`src/rtl/proc_io_pkg.sv`:
```
package proc_io_pkg;
   // register select decoded from the one-bit bus address
   typedef enum logic {
      SEL_DIR  = 1'b0,
      SEL_PORT = 1'b1
   } io_sel_e;
endpackage

```
`src/rtl/io_port_regs.sv`:
```
module io_port_regs
   import proc_io_pkg::*;
#(
   parameter int WIDTH = 8
) (
   input  logic             clk,
   input  logic             rst_n,
   input  logic             wr_en,
   input  io_sel_e          sel,
   input  logic [WIDTH-1:0] wdata,
   output logic [WIDTH-1:0] dir_q,
   output logic [WIDTH-1:0] port_q,
   output logic             dir_wr
);
   logic port_wr;

   assign dir_wr  = wr_en && (sel == SEL_DIR);
   assign port_wr = wr_en && (sel == SEL_PORT);

   always_ff @(posedge clk) begin
      if (!rst_n) begin
         dir_q  <= '0;
         port_q <= '0;
      end else begin
         if (dir_wr)  dir_q  <= wdata;
         if (port_wr) port_q <= wdata;
      end
   end


   dir_wr_chk: assert property (@(posedge clk) disable iff (!rst_n)
      dir_wr |=> dir_q == $past(wdata));


   port_wr_chk: assert property (@(posedge clk) disable iff (!rst_n)
      port_wr |=> port_q == $past(wdata));
endmodule

```
`src/rtl/io_decay_cell.sv`:
```
module io_decay_cell #(
   parameter int DECAY_CYCLES = 344750
) (
   input  logic clk,
   input  logic rst_n,
   input  logic load_i,
   input  logic cancel_i,
   output logic float_o
);
   localparam int CW = $clog2(DECAY_CYCLES + 1);
   localparam logic [CW-1:0] LOAD_VAL = CW'(DECAY_CYCLES);

   logic [CW-1:0] remain_q;

   always_ff @(posedge clk) begin
      if (!rst_n) begin
         remain_q <= '0;
      end else if (cancel_i) begin
         remain_q <= '0;
      end else if (load_i) begin
         remain_q <= LOAD_VAL;
      end else if (remain_q != '0) begin
         remain_q <= remain_q - 1'b1;
      end
   end

   // a running window holds the last driven low level
   assign float_o = (remain_q == '0);


   decay_start_chk: assert property (@(posedge clk) disable iff (!rst_n)
      load_i && !cancel_i |=> !float_o);


   decay_cause_chk: assert property (@(posedge clk) disable iff (!rst_n)
      $fell(float_o) |-> $past(load_i));


   decay_cancel_chk: assert property (@(posedge clk) disable iff (!rst_n)
      cancel_i |=> float_o);
endmodule

```
`src/rtl/proc_io_port.sv`:
```
module proc_io_port
   import proc_io_pkg::*;
#(
   parameter int WIDTH        = 8,
   parameter int PIN_BITS     = 6,
   parameter int SENSE_BIT    = 4,
   parameter int DECAY_CYCLES = 344750
) (
   input  logic                clk,
   input  logic                rst_n,
   input  logic                bus_addr,
   input  logic [WIDTH-1:0]    bus_wdata,
   input  logic                wr_en,
   input  logic                rd_en,
   output logic [WIDTH-1:0]    rd_data,
   input  logic [PIN_BITS-1:0] pin_in,
   output logic [PIN_BITS-1:0] pin_out,
   output logic [PIN_BITS-1:0] pin_oe
);
   initial begin
      assert (PIN_BITS >= 1 && PIN_BITS <= WIDTH)
         else $error("PIN_BITS must lie in 1..WIDTH");
      assert (SENSE_BIT >= 0 && SENSE_BIT < PIN_BITS)
         else $error("SENSE_BIT must be a pinned bit");
      assert (DECAY_CYCLES >= 1)
         else $error("DECAY_CYCLES must be at least 1");
   end

   io_sel_e          sel;
   logic [WIDTH-1:0] dir_q;
   logic [WIDTH-1:0] port_q;
   logic             dir_wr;
   logic [WIDTH-1:0] port_view;

   assign sel = io_sel_e'(bus_addr);

   io_port_regs #(.WIDTH(WIDTH)) u_regs (
      .clk    (clk),
      .rst_n  (rst_n),
      .wr_en  (wr_en),
      .sel    (sel),
      .wdata  (bus_wdata),
      .dir_q  (dir_q),
      .port_q (port_q),
      .dir_wr (dir_wr)
   );

   for (genvar i = 0; i < WIDTH; i++) begin : g_bit
      if (i < PIN_BITS) begin : g_pinned
         if (i == SENSE_BIT) begin : g_sense
            assign pin_out[i]   = port_q[i];
            assign pin_oe[i]    = 1'b0;
            assign port_view[i] = pin_in[i];
         end else begin : g_gpio
            assign pin_out[i]   = port_q[i];
            assign pin_oe[i]    = dir_q[i];
            assign port_view[i] = dir_q[i] ? port_q[i] : pin_in[i];
         end
      end else begin : g_floating
         logic float_lvl;
         logic rel_low;
         logic reclaim;

         // released from a driven-low state at this edge
         assign rel_low = dir_wr && dir_q[i] && !bus_wdata[i] && !port_q[i];
         assign reclaim = dir_wr && bus_wdata[i];

         io_decay_cell #(.DECAY_CYCLES(DECAY_CYCLES)) u_cell (
            .clk      (clk),
            .rst_n    (rst_n),
            .load_i   (rel_low),
            .cancel_i (reclaim),
            .float_o  (float_lvl)
         );

         assign port_view[i] = dir_q[i] ? port_q[i] : float_lvl;
      end
   end

   always_ff @(posedge clk) begin
      if (!rst_n) begin
         rd_data <= '0;
      end else if (rd_en) begin
         rd_data <= (sel == SEL_DIR) ? dir_q : port_view;
      end
   end


   rd_old_dir_chk: assert property (@(posedge clk) disable iff (!rst_n)
      rd_en && (sel == SEL_DIR) |=> rd_data == $past(dir_q));


   rd_hold_chk: assert property (@(posedge clk) disable iff (!rst_n)
      !rd_en |=> $stable(rd_data));


   sense_oe_chk: assert property (@(posedge clk) disable iff (!rst_n)
      rd_en && (sel == SEL_PORT) |=> rd_data[SENSE_BIT] == $past(pin_in[SENSE_BIT]));


   oe_follow_chk: assert property (@(posedge clk) disable iff (!rst_n)
      dir_wr |=> pin_oe == ($past(bus_wdata[PIN_BITS-1:0]) & ~(PIN_BITS'(1) << SENSE_BIT)));
endmodule

```
`config.mk`:
```
export PLATFORM = sky130hd
export DESIGN_NAME = proc_io_port
export DESIGN_NICKNAME = d
export VERILOG_FILES = /design/src/rtl/proc_io_pkg.sv /design/src/rtl/io_port_regs.sv /design/src/rtl/io_decay_cell.sv /design/src/rtl/proc_io_port.sv
export SDC_FILE = /design/constraint.sdc
export NUM_CORES = 1
export LEC_CHECK = 0
export ABC_AREA = 1
export BUFFER_PORTS_ARGS = -buffer_cell sky130_fd_sc_hd__buf_2
export CAP_MARGIN = 20
export CORE_MARGIN = 5
export CORE_UTILIZATION = 49
export DETAILED_ROUTE_END_ITERATION = 10
export PLACE_DENSITY = 0.72
export SETUP_SLACK_MARGIN = 0.05
export SLEW_MARGIN = 10
export SYNTH_ARGS = -nofsm -noshare
export SYNTH_HDL_FRONTEND = slang
export SYNTH_SLANG_ARGS = --single-unit
```
`constraint.sdc`:
```
create_clock -name clk -period 3.1 [get_ports clk]
set_input_delay 0.465 -clock clk [delete_from_list [all_inputs] [get_ports clk]]
set_output_delay 0.465 -clock clk [all_outputs]
set_load 0.02 [all_outputs]
```
**After elaboration in Yosys (flattened, before gate mapping)**

Index checks and enable logic that the tools add are counted.

- Output and inout bits: 20
- Register bits: 62
- Memories kept: 0
- Word-level logic and storage cells: 47
- Memory bits (read-only): 0
- Bits in latches: 0
- RAM bits: 0

- Multipliers: 0
- Multiplexer cells: 12
- Divide/modulo/power cells: 0
- Reductions and logical operators: 24
- Eq/ne operators: 0
- Add/subtract/negate cells: 2
- Shift-type cells: 0
- Bitwise operators: 2
- $lt $le $gt $ge: 0

Operators by type and width:

| kind | count |
|---|---|
| two-way mux 19 bit | 4 |
| logical NOT 19 bit | 2 |
| nonzero test 19 bit | 2 |
| subtractor 19 x 1 -> 19 bit (second input constant) | 2 |
| logical AND 1 bit | 10 |
| two-way mux 8 bit | 1 |
| two-way mux 1 bit | 7 |
| OR reduction 3 bit | 2 |
| logical NOT 1 bit | 4 |
| nonzero test 2 bit | 2 |
| OR reduction 2 bit | 2 |
| inverter 1 bit | 2 |

**Longest topological paths before layout**

Gate-level depths: netlist (run 1).

- Word-level depth: 6
- Depth in mapped cells: 11

**Hierarchy**

Synthesis (run 1) repeated with hierarchy kept, for this count alone.

- Cell total of the unflattened synthesis: 503
- Area, all modules: 3330.7 um2

By module, submodules not included:

| module | area an instance (um2) | cells each | instances |
|---|---|---|---|
| io_decay_cell | 1064.8 | 166 | 2 |
| io_port_regs | 669.4 | 88 | 1 |
| proc_io_port | 531.8 | 83 | 1 |

**Worst setup path after synthesis (run 1)**

Ideal clock, no wire load.

- Path type: reg2reg
- Start: register g_bit[7].g_floating.u_cell.remain_q[0]
- End: register g_bit[7].g_floating.u_cell.remain_q[5]
- Slack: 1696 ps
- Required time: 2970 ps
- Stages on the path, launching flop included: 11
- Clock period less this slack: 1404 ps
- Data arrival time: 1274 ps
- Cells stage by stage: dfxtp_1 -> inv_1 -> ha_1 -> nand2_4 -> nor2_8 -> nand2_4 -> nor2_8 -> inv_4 -> buf_6 -> nand2_1 -> a21oi_1

- Word-level cells in the longest chain between the ends: 3
- Elaborated cells between the ends (all ways): 5

RTL lines:

| element | RTL line | RTL |
|---|---|---|
| from (decl) | io_decay_cell.sv:13 | `logic [CW-1:0] remain_q;` |
| from (signal assigned) | io_decay_cell.sv:23 | `remain_q <= remain_q - 1'b1;` |
| subtractor 19 x 1 -> 19 bit | io_decay_cell.sv:23 |  |
| two-way mux 19 bit | io_decay_cell.sv:22 | `end else if (remain_q != '0) begin` |
| two-way mux 19 bit | io_decay_cell.sv:20 | `end else if (load_i) begin` |

Parallel ways exist; a longest one is shown, timed or not. The select of a mux whose other input is x is not followed.
A chain may end at the register's enable or synchronous reset.

**Worst setup path in the final report (run 1)**

- Start: input bus_addr
- End: register g_bit[6].g_floating.u_cell.remain_q[15]

- Word-level cells in the longest chain between the ends: 6
- Elaborated cells between the ends (all ways): 7

RTL lines:

| element | RTL line | RTL |
|---|---|---|
| from (decl) | proc_io_port.sv:11 | `input logic bus_addr,` |
| inverter 1 bit (*) | - |  |
| logical AND 1 bit (*) | io_port_regs.sv:17 | `assign dir_wr = wr_en && (sel == SEL_DIR);` |
| logical AND 1 bit (3 in series) | proc_io_port.sv:65 | `assign rel_low = dir_wr && dir_q[i] && !bus_wdata[i] && !port_q[i];` |
| OR reduction 3 bit (no line) (*) | - |  |
| to (signal assigned) | io_decay_cell.sv:23 |  |
| to (decl) | io_decay_cell.sv:13 |  |

Mark *: on every way between the ends. The rest lies on a longest branch, timed or not.

==> metrics.yaml, run 1 <==
final_layout:
  syn_to_final_growth_pct: 12.6
  nets: 494
  drive_gt1_frac: 0.207
  num-fill-cells: 587
  final_util: 0.571
  antenna-diode-count: 0
clock_network:
  clock-sinks: 62
  cts_tree: "done"
  cts_root_buf: "clkbuf_8"
  numCtsBuffers: 9
  cts_resized: 0
  clk_path_buf_depth: 2
  clkTransAtPathRegs_ns: 0.07
  cts_max_level: 3
  post-cts-setup-buffers: 0
  clk_latency_ns: 0.35
  hold_buffers: 0
hold_path:
  hp-class: "input pin to flip-flop"
  min_from: "bus_wdata[5]"
power_and_ir_drop:
  p_int_mw: 2.46
  comb_power_share: 0.532
  p_sw_frac: 0.457
  seqPwrFrac: 0.267
  ir_drop_mv: 0.634
  power.density_nw_per_um2: 1240
  power_mw: 4.52
  switchingPower_mw: 2.06
  power.leakage_nw: 1.74
  power_frac_clock: 0.201
logic_synthesis:
  postSynthAreaPerCell_um2: 7.28
  synth_largest_area_cell: "dfxtp_1"
  synth_edf_count: 0
  synthArstFlopShare: 0
  synth_cells: 445
  synth_nets: 466
  yosysWarnings: 0
  netlist_area_um2: 3240
  synth.top_cell.area_share: 0.383
  yosys_most_used_dff: "dfxtp_1"
  seq_area_frac_synth: 0.383
  synth.distinct_cells: 40
  synth_area_leaders: "dfxtp_1 38%, nand2_1 8.2%, nor2_1 7.5%, inv_1 5.3%, nand3_1 5.3%"
  ys_seq_elements: 62
  synth_most_common_cell: "nand2_1"
  netlist_top_cells_count: "71 x nand2_1, 65 x nor2_1, 62 x dfxtp_1"
timing:
  hold_viol_final: 0
  holdWs_ns: 0.382
  clock_skew_ns: 0.0115
  rsz0062_at_grt: "no"
  setup-tns-final_ns: 0
  finalCritPeriodShare: 0.561
  final-setup-viol-count: 0
  drv_slew: 0
  fin_crit_ns: 1.74
  maxClockFrequency_mhz: 575
detailed_routing:
  finalWirelength_um: 6820
  viasPerCell: 5.13
  route.vias.total: 2849
  wl_per_cell_um: 12.3
  route.detailed.drc: 0
  dr.first_iter.drc_count: 182
  antenna_left: 0
  drtPass1Iterations: 4
global_route:
  grt_pass1_vias: 2665
  grt_pass1_wl_um: 11600
  grt_usage: 0.167
  grt_start_max_net_pins: 26
  grt.overflow.total: 0
  grt_antenna_before_repair: 0
die:
  core_um2: 6390
  initial_utilization: 0.507
  ioPinCount: 39
  dieHeight_um: 91.3
  rows: 29
  dieArea_um2: 8330
  die_w_um: 91.3
critical_path:
  crit_arrival_ns: 1.97
  crit_path_start_kind: "input pin"
  regToRegStartpoint: "g_bit[6].g_floating.u_cell.remain_q[1]"
  path_buf_inv: 2
  cp-startpoint: "bus_addr"
  crit_fanout: 17
  criticalPathCategory: "input pin to flip-flop"
  crit_chain: "buf_2 > inv_2 > nand2_2 > nor2_1 > nand3_1 > nand2_2 > nor2_1"
  critPathTopFamily: "simple AND/OR/NAND/NOR gates"
  max_stage_delay_ns: 0.33
  crit_path_top_delay_cell: "nand3_1"
  cp_data_required_time_ns: 3.33
  end_kind: "flip-flop"
status:
  status: "completed"
placed_design:
  place_congestion: 0.864
  hpwl_um: 5070
  portBuffers: 37
job:
  drv_cap: 0
[final timing paths]
path / to / slack (ns) / cells after the start
max: g_bit[6].g_floating.u_cell.remain_q[15] / 1.36 / 7
min: u_regs.port_q[5] / 0.38 / 3
max reg2reg: g_bit[6].g_floating.u_cell.remain_q[18] / 1.49 / 7
min reg2reg: g_bit[7].g_floating.u_cell.remain_q[0] / 0.47 / 2
[layer usage]
metal | share of wire | vias to the layer above | track usage
met2 | 0.45 | 57 | 0.261
met3 | 0.054 | 14 | 0.0488
li1 | - | 1481 | -
met4 | 0.019 | 0 | 0.0697
met1 | 0.48 | 1297 | 0.216
met5 | 0 | - | 0
[flip-flops by register name (all words and copies together), names as in the netlist]
name	cells
u_regs.dir_q	8
u_regs.port_q	8
rd_data	8
g_bit.g_floating.u_cell.remain_q	38
[stage by stage]
| step | cell area, µm² | cells | worst slack, ns |
|---|---|---|---|
| after floorplan | 3240 | 445 | 1.70 |
| after global placement | 3390 | 539 | 1.07 |
| after detailed placement | 3390 | 539 | 1.00 |
| after CTS | 3640 | 555 | 1.38 |
| after global routing | 3640 | 555 | 1.18 |
| final | 3640 | 555 | 1.36 |
[area by class of cell]
class	instances	area [µm²]	area share
Tap cell	77	96.3	0.0264
Clock inverter	6	118	0.0323
Multi-Input combinational cell	311	1670	0.458
Inverter	52	198	0.0542
Timing Repair Buffer	37	185	0.0508
Sequential cell	62	1240	0.341
Clock buffer	10	138	0.0378
[cells in the final DEF, fill, tap and decap left out, types with 6 or more instances in the layout]
| cell type | instances |
|---|---|
| nand2_1 | 71 |
| nor2_1 | 65 |
| dfxtp_1 | 62 |
| inv_1 | 46 |
| buf_2 | 37 |
| nand3_1 | 34 |
| o21ai_0 | 28 |
| a21oi_1 | 25 |
| xor2_1 | 13 |
| nor2_2 | 11 |
| clkbuf_8 | 10 |
| a31oi_1 | 8 |
| nand2_2 | 7 |
| nand4_1 | 6 |
[kinds of logic after synthesis]
family | Yosys count | synth area share
AND/OR/NAND/NOR | 219 | 0.338
AO/OA/AOI/OAI | 73 | 0.126
buffers and inverters | 72 | 0.101
flip-flops | 62 | 0.383
XOR/XNOR | 16 | 0.0433
adder cells (fa/ha/maj) | 2 | 0.00773
other | 1 | 0.00116
[worst register-to-register path, cell delays in order, from the launching register on]
cell and delay [ns]:
dfxtp_1 0.30, inv_1 0.11, ha_1 0.24, nand2_2 0.15, nor2_1 0.25, nand4_1 0.12, o21ai_0 0.22, a21oi_1 0.10
[power by group through the flow]
| stage | Clock [mW] | Combinational [mW] | Sequential, mW |
|---|---|---|---|
| after floorplan | 0 | 2.04 | 1.19 |
| after global placement | 0 | 2.36 | 1.22 |
| after detailed placement | 0 | 2.40 | 1.22 |
| after CTS | 0.916 | 2.41 | 1.21 |
| after global routing | 0.952 | 2.72 | 1.24 |
| final | 0.908 | 2.41 | 1.21 |
(Power assumes the default switching activity.)
==> run 2: changes to the inputs <==
--- a/config.mk
+++ b/config.mk
@@ -5,7 +5,7 @@
 export SDC_FILE = /design/constraint.sdc
 export NUM_CORES = 1
 export LEC_CHECK = 0
-export ABC_AREA = 1
+export ABC_AREA = 0
 export BUFFER_PORTS_ARGS = -buffer_cell sky130_fd_sc_hd__buf_2
 export CAP_MARGIN = 20
 export CORE_MARGIN = 5
==> constraint.sdc (replaced) <==
create_clock -name clk -period 1.6 [get_ports clk]
set_input_delay 0.24 -clock clk [delete_from_list [all_inputs] [get_ports clk]]
set_output_delay 0.24 -clock clk [all_outputs]
set_load 0.02 [all_outputs]
==> run 2 against run 1 <==
Compared with the run above: the flow now finishes with violations (setup timing); critical path depth rose by 3; via count increased by 16%; die area shrank 7.5%; register-to-register slack lost 1.9 ns; wire length increased by 56%; first-iteration DRC count up 56%; clock power rose by 53%; sequential cell count stayed put; power up 130%; non-clock buffer count increased by 89; largest power group unchanged.
==> metrics.yaml, run 2 <==
clock_network:
  cts_root_buf: "clkbuf_8"
  cts_max_level: 3
  numCtsBuffers: 9
  cts_tree: "done"
  clk_latency_ns: 0.34
  clk_path_buf_depth: 2
  clock-sinks: 62
  clkTransAtPathRegs_ns: 0.07
logic_synthesis:
  synthArstFlopShare: 0
  postSynthAreaPerCell_um2: 8.28
  yosys_most_used_dff: "dfxtp_1"
  netlist_area_um2: 2970
  synth_most_common_cell: "dfxtp_1"
  yosysWarnings: 0
  ys_seq_elements: 62
  synth_nets: 379
  netlist_top_cells_count: "62 x dfxtp_1, 46 x nand2_1, 34 x nor2_1"
  synth_largest_area_cell: "dfxtp_1"
  synth.distinct_cells: 46
  synth_edf_count: 0
  synth.top_cell.area_share: 0.419
  seq_area_frac_synth: 0.419
  synth_area_leaders: "dfxtp_1 42%, nand2_1 5.8%, a21boi_0 4.6%, a21oi_1 4.6%, nor2_1 4.3%"
  synth_cells: 358
detailed_routing:
  dr.first_iter.drc_count: 284
  viasPerCell: 6.00
  finalWirelength_um: 10600
  route.vias.total: 3302
  antenna_left: 0
  wl_per_cell_um: 19.3
  route.detailed.drc: 0
  drtPass1Iterations: 5
power_and_ir_drop:
  power.leakage_nw: 1.91
  power.density_nw_per_um2: 2270
  ir_drop_mv: 1.23
final_layout:
  num-fill-cells: 346
  drive_gt1_frac: 0.465
  nets: 492
  largest_register_ff_count: 38
  final_util: 0.772
  final_common_cell: "buf_4"
  syn_to_final_growth_pct: 53.2
  final_cell_mix: "65 x buf_4, 53 x dfxtp_1, 40 x nand2_1, 37 x buf_2, 31 x nor2_1"
  antenna-diode-count: 0
  largest-register: "g_bit.g_floating.u_cell.remain_q"
critical_path:
  reg2regPathDepth: 10
  crit_path_start_kind: "flip-flop"
  ff2ff_setup_slack_ns: -0.42
  crit_fanout: 5
  cp_data_required_time_ns: 1.83
  crit_arrival_ns: 2.24
  end_kind: "flip-flop"
  criticalPathCategory: "flip-flop to flip-flop"
timing:
  maxSlewHeadroom: 0.660
  final-setup-viol-count: 40
  hold_viol_final: 0
  fin_crit_ns: 2.02
  holdWs_ns: 0.159
  clock_skew_ns: 0.00720
  maxClockFrequency_mhz: 496
  rsz0062_at_grt: "yes"
  drv_slew: 0
  setup_ws_ns: -0.415
  finalCritPeriodShare: 1.26
  worst_pin_slew_ns: 0.508
  setup-tns-final_ns: -9.13
global_route:
  gr-usage-met3: 0.0480
  grt_usage: 0.257
  grt_pass1_wl_um: 15600
  grt_pass1_vias: 3197
  met2_usage: 0.453
  grt_antenna_before_repair: 0
  globalRoute.busiestLayer: "met2"
  grt.overflow.total: 0
  use_met1: 0.305
  grt_start_max_net_pins: 24
status:
  violations: "setup timing"
  status: "finished, violations left"
die:
  die_w_um: 87.8
  dieArea_um2: 7710
  core_um2: 5890
  dieHeight_um: 87.8
  initial_utilization: 0.504
  ioPinCount: 39
  rows: 28
hold_path:
  hp-class: "input pin to flip-flop"
  hold_depth: 3
placed_design:
  hpwl_um: 5250
  place_congestion: 0.858
  portBuffers: 37
job:
  drv_cap: 0
run 2: power by group:
part / switching (mW) / internal [mW] / total (mW)
registers: 0.300 / 1.89 / 2.19
clock network: 0.645 / 0.749 / 1.39
logic: 3.32 / 3.41 / 6.73
total: 4.27 / 6.04 / 10.3
run 2: worst paths after layout:
path,to,startpoint
hold reg to reg,u_regs.dir_q[4],u_regs.dir_q[4]
setup / recovery,g_bit[7].g_floating.u_cell.remain_q[15],g_bit[7].g_floating.u_cell.remain_q[0]
setup reg to reg,g_bit[7].g_floating.u_cell.remain_q[15],g_bit[7].g_floating.u_cell.remain_q[0]
hold / removal,u_regs.dir_q[2],bus_wdata[2]
run 2: what timing repair did:
action | CTS | global route
pin swaps | 51 | 38
setup buffers | 17 | 10
gates resized for setup | 75 | 33
endpoints found under the setup margin | 40 | 40
hold buffers | 0 | 0
run 2: logic make-up (layout without fill, tap and decap cells):
| kind of cell | Yosys count | count (layout) | share of synthesized area |
|---|---|---|---|
| AND/OR/NAND/NOR | 148 | 148 | 0.251 |
| multiplexers | 11 | 11 | 0.0384 |
| adder cells (fa/ha/maj) | 2 | 2 | 0.00844 |
| other | 1 | 1 | 0.00126 |
| flip-flops | 62 | 62 | 0.419 |
| buffers and inverters | 37 | 154 | 0.0650 |
| XOR/XNOR | 20 | 20 | 0.0591 |
| AO/OA/AOI/OAI | 77 | 77 | 0.158 |
run 2: through the flow:
step	setup WS, ns	cells	cell area [µm²]	total power [mW]
finish	-0.415	550	4540	10.3
global route	-0.451	550	4540	10.7
CTS	-0.243	542	4330	9.02
detailed placement	-0.238	513	3730	6.19
global placement	-0.207	513	3730	6.07
floorplan	-0.302	358	3090	4.64
run 2: per-layer routing:
metal | up-vias | routed length (µm)
met3 | 58 | 713
li1 | 1470 | -
met2 | 188 | 5530
met1 | 1586 | 3960
met4 | 0 | 420
met5 | - | 0
run 2: critical path, cell delays in order (launching register included):
cell,delay (ns)
dfxtp_2,0.33
buf_6,0.12
inv_4,0.05
ha_4,0.13
nor3b_4,0.29
buf_6,0.17
nand3_4,0.15
buf_6,0.19
o211ai_1,0.21
xnor2_1,0.17
nor2_1,0.07
run 2: final cells by class:
type,instances,area [µm²],share of cell area
clock buffers,11,141,0.0311
clock inverters,4,47.5,0.0105
inverters,13,51.3,0.0113
multi-input cells,259,2010,0.443
flip-flops and latches,62,1250,0.276
well taps,75,93.8,0.0207
repair buffers,126,943,0.208
